[src/rtl/simt_mask_pkg.sv]
package simt_mask_pkg;

  // How the enabled lanes resolved a branch
  typedef enum logic [1:0] {
    BR_ALL_TAKEN  = 2'd0,
    BR_NONE_TAKEN = 2'd1,
    BR_SPLIT      = 2'd2
  } br_kind_e;

endpackage

[src/rtl/simt_branch_eval.sv]
module simt_branch_eval
  import simt_mask_pkg::*;
#(
  parameter int LANES = 32
) (
  input  logic [LANES-1:0] cur_mask,
  input  logic [LANES-1:0] cond,
  output logic [LANES-1:0] taken_mask,
  output br_kind_e         kind
);

  logic [LANES-1:0] fall_mask;

  // Lanes that are off never join either side.
  assign taken_mask = cond & cur_mask;
  assign fall_mask  = cur_mask & ~cond;

  always_comb begin
    if (fall_mask == '0)       kind = BR_ALL_TAKEN;
    else if (taken_mask == '0) kind = BR_NONE_TAKEN;
    else                       kind = BR_SPLIT;
  end

endmodule

[src/rtl/simt_recon_stack.sv]
module simt_recon_stack #(
  parameter int LANES = 32,
  parameter int PC_W  = 32,
  parameter int DEPTH = 8
) (
  input  logic             clk,
  input  logic             rst,
  input  logic             push,
  input  logic [LANES-1:0] push_mask,
  input  logic [PC_W-1:0]  push_resume,
  input  logic [PC_W-1:0]  push_join,
  input  logic             pop,
  input  logic             mark,
  output logic [LANES-1:0] top_mask,
  output logic [PC_W-1:0]  top_resume,
  output logic [PC_W-1:0]  top_join,
  output logic             top_second,
  output logic             empty,
  output logic             full
);

  localparam int IDX_W = (DEPTH > 1) ? $clog2(DEPTH) : 1;
  localparam int SP_W  = $clog2(DEPTH + 1);

  logic [SP_W-1:0]  sp;
  logic [IDX_W-1:0] wr_idx;
  logic [IDX_W-1:0] top_idx;
  logic [DEPTH-1:0] second_q;

  // Entry storage: one write port, no reset, suitable for distributed RAM
  logic [LANES-1:0] mem_mask   [DEPTH];
  logic [PC_W-1:0]  mem_resume [DEPTH];
  logic [PC_W-1:0]  mem_join   [DEPTH];

  assign empty   = (sp == '0);
  assign full    = (sp == SP_W'(DEPTH));
  assign wr_idx  = IDX_W'(sp);
  assign top_idx = empty ? '0 : IDX_W'(sp - SP_W'(1));

  always_ff @(posedge clk) begin
    if (push) begin
      mem_mask[wr_idx]   <= push_mask;
      mem_resume[wr_idx] <= push_resume;
      mem_join[wr_idx]   <= push_join;
    end
  end

  assign top_mask   = mem_mask[top_idx];
  assign top_resume = mem_resume[top_idx];
  assign top_join   = mem_join[top_idx];
  assign top_second = second_q[top_idx];

  always_ff @(posedge clk) begin
    if (rst) begin
      sp       <= '0;
      second_q <= '0;
    end else if (push) begin
      sp               <= sp + SP_W'(1);
      second_q[wr_idx] <= 1'b0;
    end else if (pop) begin
      sp <= sp - SP_W'(1);
    end else if (mark) begin
      second_q[top_idx] <= 1'b1;
    end
  end


  push_when_full_chk: assert property (@(posedge clk) disable iff (rst)
    full |-> !push);


  pop_when_empty_chk: assert property (@(posedge clk) disable iff (rst)
    empty |-> !(pop || mark));


  push_fills_chk: assert property (@(posedge clk) disable iff (rst)
    push |=> !empty);

endmodule

[src/rtl/simt_mask_unit.sv]
module simt_mask_unit
  import simt_mask_pkg::*;
#(
  parameter int              LANES    = 32,
  parameter int              PC_W     = 32,
  parameter int              DEPTH    = 8,
  parameter logic [PC_W-1:0] RESET_PC = '0
) (
  input  logic             clk,
  input  logic             rst,
  input  logic             br_valid,
  input  logic [LANES-1:0] br_cond,
  input  logic [PC_W-1:0]  br_target,
  input  logic [PC_W-1:0]  br_fall,
  input  logic [PC_W-1:0]  br_join,
  input  logic             path_done,
  output logic [LANES-1:0] lane_mask,
  output logic [PC_W-1:0]  next_pc,
  output logic             stack_ovf
);

  logic [LANES-1:0] mask_q;
  logic [PC_W-1:0]  pc_q;
  logic             ovf_q;

  logic [LANES-1:0] taken_mask;
  br_kind_e         kind;

  logic             st_push, st_pop, st_mark;
  logic [LANES-1:0] top_mask;
  logic [PC_W-1:0]  top_resume, top_join;
  logic             top_second, st_empty, st_full;

  simt_branch_eval #(.LANES(LANES)) u_eval (
    .cur_mask  (mask_q),
    .cond      (br_cond),
    .taken_mask(taken_mask),
    .kind      (kind)
  );

  simt_recon_stack #(.LANES(LANES), .PC_W(PC_W), .DEPTH(DEPTH)) u_stack (
    .clk        (clk),
    .rst        (rst),
    .push       (st_push),
    .push_mask  (mask_q),
    .push_resume(br_fall),
    .push_join  (br_join),
    .pop        (st_pop),
    .mark       (st_mark),
    .top_mask   (top_mask),
    .top_resume (top_resume),
    .top_join   (top_join),
    .top_second (top_second),
    .empty      (st_empty),
    .full       (st_full)
  );

  // Stack control: path_done always wins over a branch in the same cycle
  always_comb begin
    st_push = 1'b0;
    st_pop  = 1'b0;
    st_mark = 1'b0;
    if (path_done) begin
      if (!st_empty) begin
        if (top_second) st_pop  = 1'b1;
        else            st_mark = 1'b1;
      end
    end else if (br_valid && kind == BR_SPLIT && !st_full) begin
      st_push = 1'b1;
    end
  end

  always_ff @(posedge clk) begin
    if (rst) begin
      mask_q <= '1;
      pc_q   <= RESET_PC;
      ovf_q  <= 1'b0;
    end else if (path_done) begin
      if (!st_empty) begin
        if (!top_second) begin
          mask_q <= top_mask & ~mask_q;
          pc_q   <= top_resume;
        end else begin
          mask_q <= top_mask;
          pc_q   <= top_join;
        end
      end
    end else if (br_valid) begin
      case (kind)
        BR_ALL_TAKEN:  pc_q <= br_target;
        BR_NONE_TAKEN: pc_q <= br_fall;
        default: begin
          if (st_full) begin
            ovf_q <= 1'b1;
          end else begin
            mask_q <= taken_mask;
            pc_q   <= br_target;
          end
        end
      endcase
    end
  end

  assign lane_mask = mask_q;
  assign next_pc   = pc_q;
  assign stack_ovf = ovf_q;


  no_wake_chk: assert property (@(posedge clk) disable iff (rst)
    (br_valid && !path_done) |=> ((lane_mask & ~$past(lane_mask)) == '0));


  ovf_sticky_chk: assert property (@(posedge clk) disable iff (rst)
    stack_ovf |=> stack_ovf);


  idle_done_chk: assert property (@(posedge clk) disable iff (rst)
    (path_done && st_empty) |=> ($stable(lane_mask) && $stable(next_pc)));


  disjoint_paths_chk: assert property (@(posedge clk) disable iff (rst)
    (path_done && !st_empty && !top_second) |=> ((lane_mask & $past(lane_mask)) == '0));

endmodule

[config.mk]
export PLATFORM = sky130hd
export DESIGN_NAME = simt_mask_unit
export DESIGN_NICKNAME = d
export VERILOG_FILES = /design/src/rtl/simt_mask_pkg.sv /design/src/rtl/simt_branch_eval.sv /design/src/rtl/simt_recon_stack.sv /design/src/rtl/simt_mask_unit.sv
export SDC_FILE = /design/constraint.sdc
export NUM_CORES = 1
export LEC_CHECK = 0
export BUFFER_PORTS_ARGS = -buffer_cell sky130_fd_sc_hd__buf_4
export CAP_MARGIN = 20
export CORE_ASPECT_RATIO = 0.75
export CORE_MARGIN = 8
export CORE_UTILIZATION = 55
export DETAILED_ROUTE_END_ITERATION = 6
export GPL_TIMING_DRIVEN = 0
export PLACE_DENSITY = 0.84
export SYNTH_ARGS = -nofsm -noshare
export SYNTH_HDL_FRONTEND = slang
export SYNTH_SLANG_ARGS = --single-unit
[constraint.sdc]
create_clock -name clk -period 17.1 [get_ports clk]
set_clock_uncertainty 0.1 [all_clocks]
set_input_delay 3.42 -clock clk [delete_from_list [all_inputs] [get_ports clk]]
set_output_delay 3.42 -clock clk [all_outputs]
set_load 0.01 [all_outputs]
==> metrics.md <==
| Metric | Value |
|---|---|
| Status | `finished, violations left` |
| Failing checks | `DRC` |
| Critical Setup Path Class | `in -> reg` |
| VDD IR max | `about 0.00008 V` |
| Hold Buf Count CTS | `0` |
| CTS Buffer Depth | `3` |
| PortBufs | `196` |
| First-pass GRT wire length | `between 100 and 150 mm` |
| Max cap viols | `0` |
| Synth Flop Type | `edfxtp_1` |
| Drt drc | `1` |
| Routability Congestion | `0.8870` |
| Pwr dens | `~110 nW/µm²` |
| Post-synth EDFFs | `768` |
| CP startpoint kind | `input port` |
| Die width | `297.1 µm` |
| Slew Viols, Final | `0` |
| Syn-to-layout area delta | `18.43%` |
| Worst Max-Slew Pin Slew | `roughly 1.2 ns` |
| Most frequent cells in the layout | `edfxtp_1 (768), buf_4 (259), a22oi_1 (180), clkbuf_1 (104), nor2_1 (100)` |
| GRT Overall Usage | `27.09%` |
| Post-CTS resize count | `0` |
| Final antenna-violating net count | `0` |
| Dpl cell area | `36020 µm²` |
| Utilization after layout | `65.70%` |
| Fin Setup TNS | `0 ns` |
| CTS buffer count | `78` |
| Final Instance Area | `38610 µm²` |
| Vias in the first global route | `~22000` |
| Fin Hold WS | `0.3802 ns` |
| Critical Path End Type | `register` |
| Htree depth | `3` |
| Worst stage delay on the critical path | `between 0.8 and 0.9 ns` |
| Fin crit share | `38.94%` |
| Cells along the critical path | `buf_4 > nand2b_1 > o2111ai_1 > nor4_2 > a211oi_1 > clkbuf_1 > nor4b_2 > buf_6 > buf_4 > buf_4 > buf_4` |
| Detailed Route Iter0 Violations | `4328` |
| Final setup viols | `0` |
| Warnings from Yosys | `0` |
| Via density | `just under 7` |
| Cell Area, Synth | `32600 µm²` |
| Post-synthesis register bit count | `roughly 850` |
| Grt total ovfl | `0` |
| Rel. slew slack | `about 17%` |
| Layout cells sized above 1 | `22.37%` |
| Die Ht | `between 200 and 250 µm` |
| Fin. Hold Viols | `0` |
| Crit-path most repeated cell | `buf_4` |
| Die Area | `67410 µm²` |
| Largest net degree at the start of global routing | `51` |
| Initial Util | `55.48%` |
| Leakage | `12.73 nW` |
| IO Count | `between 150 and 200` |
| CP max FO | `10` |
| Slowest CP cell | `nor4b_2` |
| Core box area | `58770 µm²` |
| CTS tree | `built` |
| Worst-Skew Late Latency | `0.64 ns` |
| Layout fillers | `about 3700` |
| CP required | `17.34 ns` |
| R2R cell count | `13` |
| Clock Sinks | `845` |
| Initial antenna violation count | `11` |
| CP arrival | `6.90 ns` |
| Total wire length | `approximately 95 mm` |
| Routed wire per std cell | `29.57 µm` |
| Hold crit path type | `reg -> reg` |
| Final nets | `2497` |
| Crit path time final | `6.659 ns` |
| Mapped Nets | `2124` |
| Clock transition at the registers of the reported paths | `0.06 ns` |
| Synth unique cells | `57` |
| Detailed Place HPWL | `about 63 mm` |
| Setup bufs post-CTS | `0` |
| Synth Instances | `1990` |
| CTS root buf | `clkbuf_16` |
| Row count | `between 70 and 80` |
| Fmax achieved | `150.2 MHz` |
| Via Count | `22234` |
| TritonRoute pass-1 iters | `7` |
| Ys async rst share | `0%` |
| Syn Area/Cell | `16.38 µm²` |
| Register area share after synthesis | `between 70% and 80%` |
| Commonest non-fill, non-tap cell in the layout | `edfxtp_1` |
| Unrepaired setup endpoints after global routing | `no` |
| Hold depth | `1` |
==> cell type report <==
type	instances	area [µm²]	area share, %
clock buffer	88	2032	5.262
clock inverter	56	529.3	1.371
buffer	147	623.1	1.614
antenna	4	10.01	0.02592
inverter	11	41.29	0.1069
multi-input combinational	987	7417	19.21
sequential	845	24600	63.72
tap	790	988.4	2.560
timing repair buffer	293	2367	6.131
==> metal layers <==
layer	GRT usage, %	vias up	part of all wire, %
li1	-	8971	-
met1	35.07	10827	35
met2	42.99	2055	46
met3	8.966	367	15
met4	9.707	14	3.9
met5	0	-	0.095
==> flip-flops by register name, indices dropped and copies added, names as in the netlist <==
signal	cells
next_pc	32
u_stack.mem_mask	256
u_stack.sp	4
u_stack.second_q	8
lane_mask	32
u_stack.mem_join	256
u_stack.mem_resume	256
stack_ovf	1
==> worst paths after layout <==
path	start	to	slack, ns
hold / removal	next_pc[21]	next_pc[21]	0.38
setup reg to reg	u_stack.sp[0]	u_stack.mem_resume[1][13]	11.85
setup / recovery	br_cond[14]	u_stack.mem_resume[1][13]	10.44
hold reg to reg	next_pc[21]	next_pc[21]	0.38
==> synthesized netlist by cell type, drive strengths merged (2+ instances only) <==
cell / number / area, µm²
clkbuf: 96 / 360.4
o2111ai: 8 / 70.07
inv: 10 / 37.54
nand3b: 3 / 22.52
nand4: 5 / 31.28
o2bb2ai: 33 / 289.0
buf: 51 / 262.8
nand3: 32 / 160.2
ha: 2 / 25.02
nor4: 3 / 46.29
a32o: 32 / 320.3
nand2b: 29 / 181.4
a31oi: 3 / 18.77
edfxtp: 768 / 23060
nor2: 100 / 375.4
nor3: 9 / 55.05
nand2: 74 / 277.8
mux2i: 41 / 410.4
mux2: 64 / 720.7
a22o: 89 / 779.5
a32oi: 3 / 26.28
a211oi: 7 / 62.56
nor2b: 3 / 18.77
dfxtp: 77 / 1541
a2111oi: 31 / 271.5
and4: 3 / 26.28
and2: 5 / 31.28
a222oi: 60 / 600.6
a221o: 33 / 330.3
o21ai: 7 / 38.79
a21o: 2 / 15.01
and3: 34 / 212.7
a22oi: 180 / 1351
a21oi: 70 / 350.3
nor4b: 4 / 35.03
o32ai: 3 / 26.28
or3: 3 / 18.77
==> worst max-delay path: cells and delay by family <==
| kind | cells | cell delay, ns |
|---|---|---|
| and+or+nand+nor | 3 | 1.18 |
| buffers and inverters | 6 | 1.45 |
| AOI/OAI and AO/OA | 2 | 0.84 |
==> kinds of logic after synthesis <==
kind of cell    count (synthesis)  share of synthesized area (%)
compound gates                568                          14.18
xor+xnor                        2                        0.07677
fa+ha+maj                       2                        0.07674
buf+inv                       158                          2.038
flops                         845                          75.46
mux                           106                          3.538
simple gates                  309                          4.632
==> stage by stage <==
| stage | power [mW] | worst slack [ns] | cells |
|---|---|---|---|
| floorplan | 2.531 | 1.763 | 1990 |
| global placement | 2.686 | -7.834 | 2976 |
| detailed placement | 2.703 | 9.853 | 3071 |
| CTS | 4.410 | 10.40 | 3215 |
| global route | 4.515 | 10.46 | 3221 |
| finish | 4.422 | 10.44 | 3221 |
==> where the power goes <==
part	total (mW)	internal, mW	switching (mW)
sequential	2.33	2.29	0.0408
clock	1.74	0.972	0.771
combinational	0.346	0.135	0.211
total	4.42	3.40	1.02
Power figures use the tool's default switching activity.
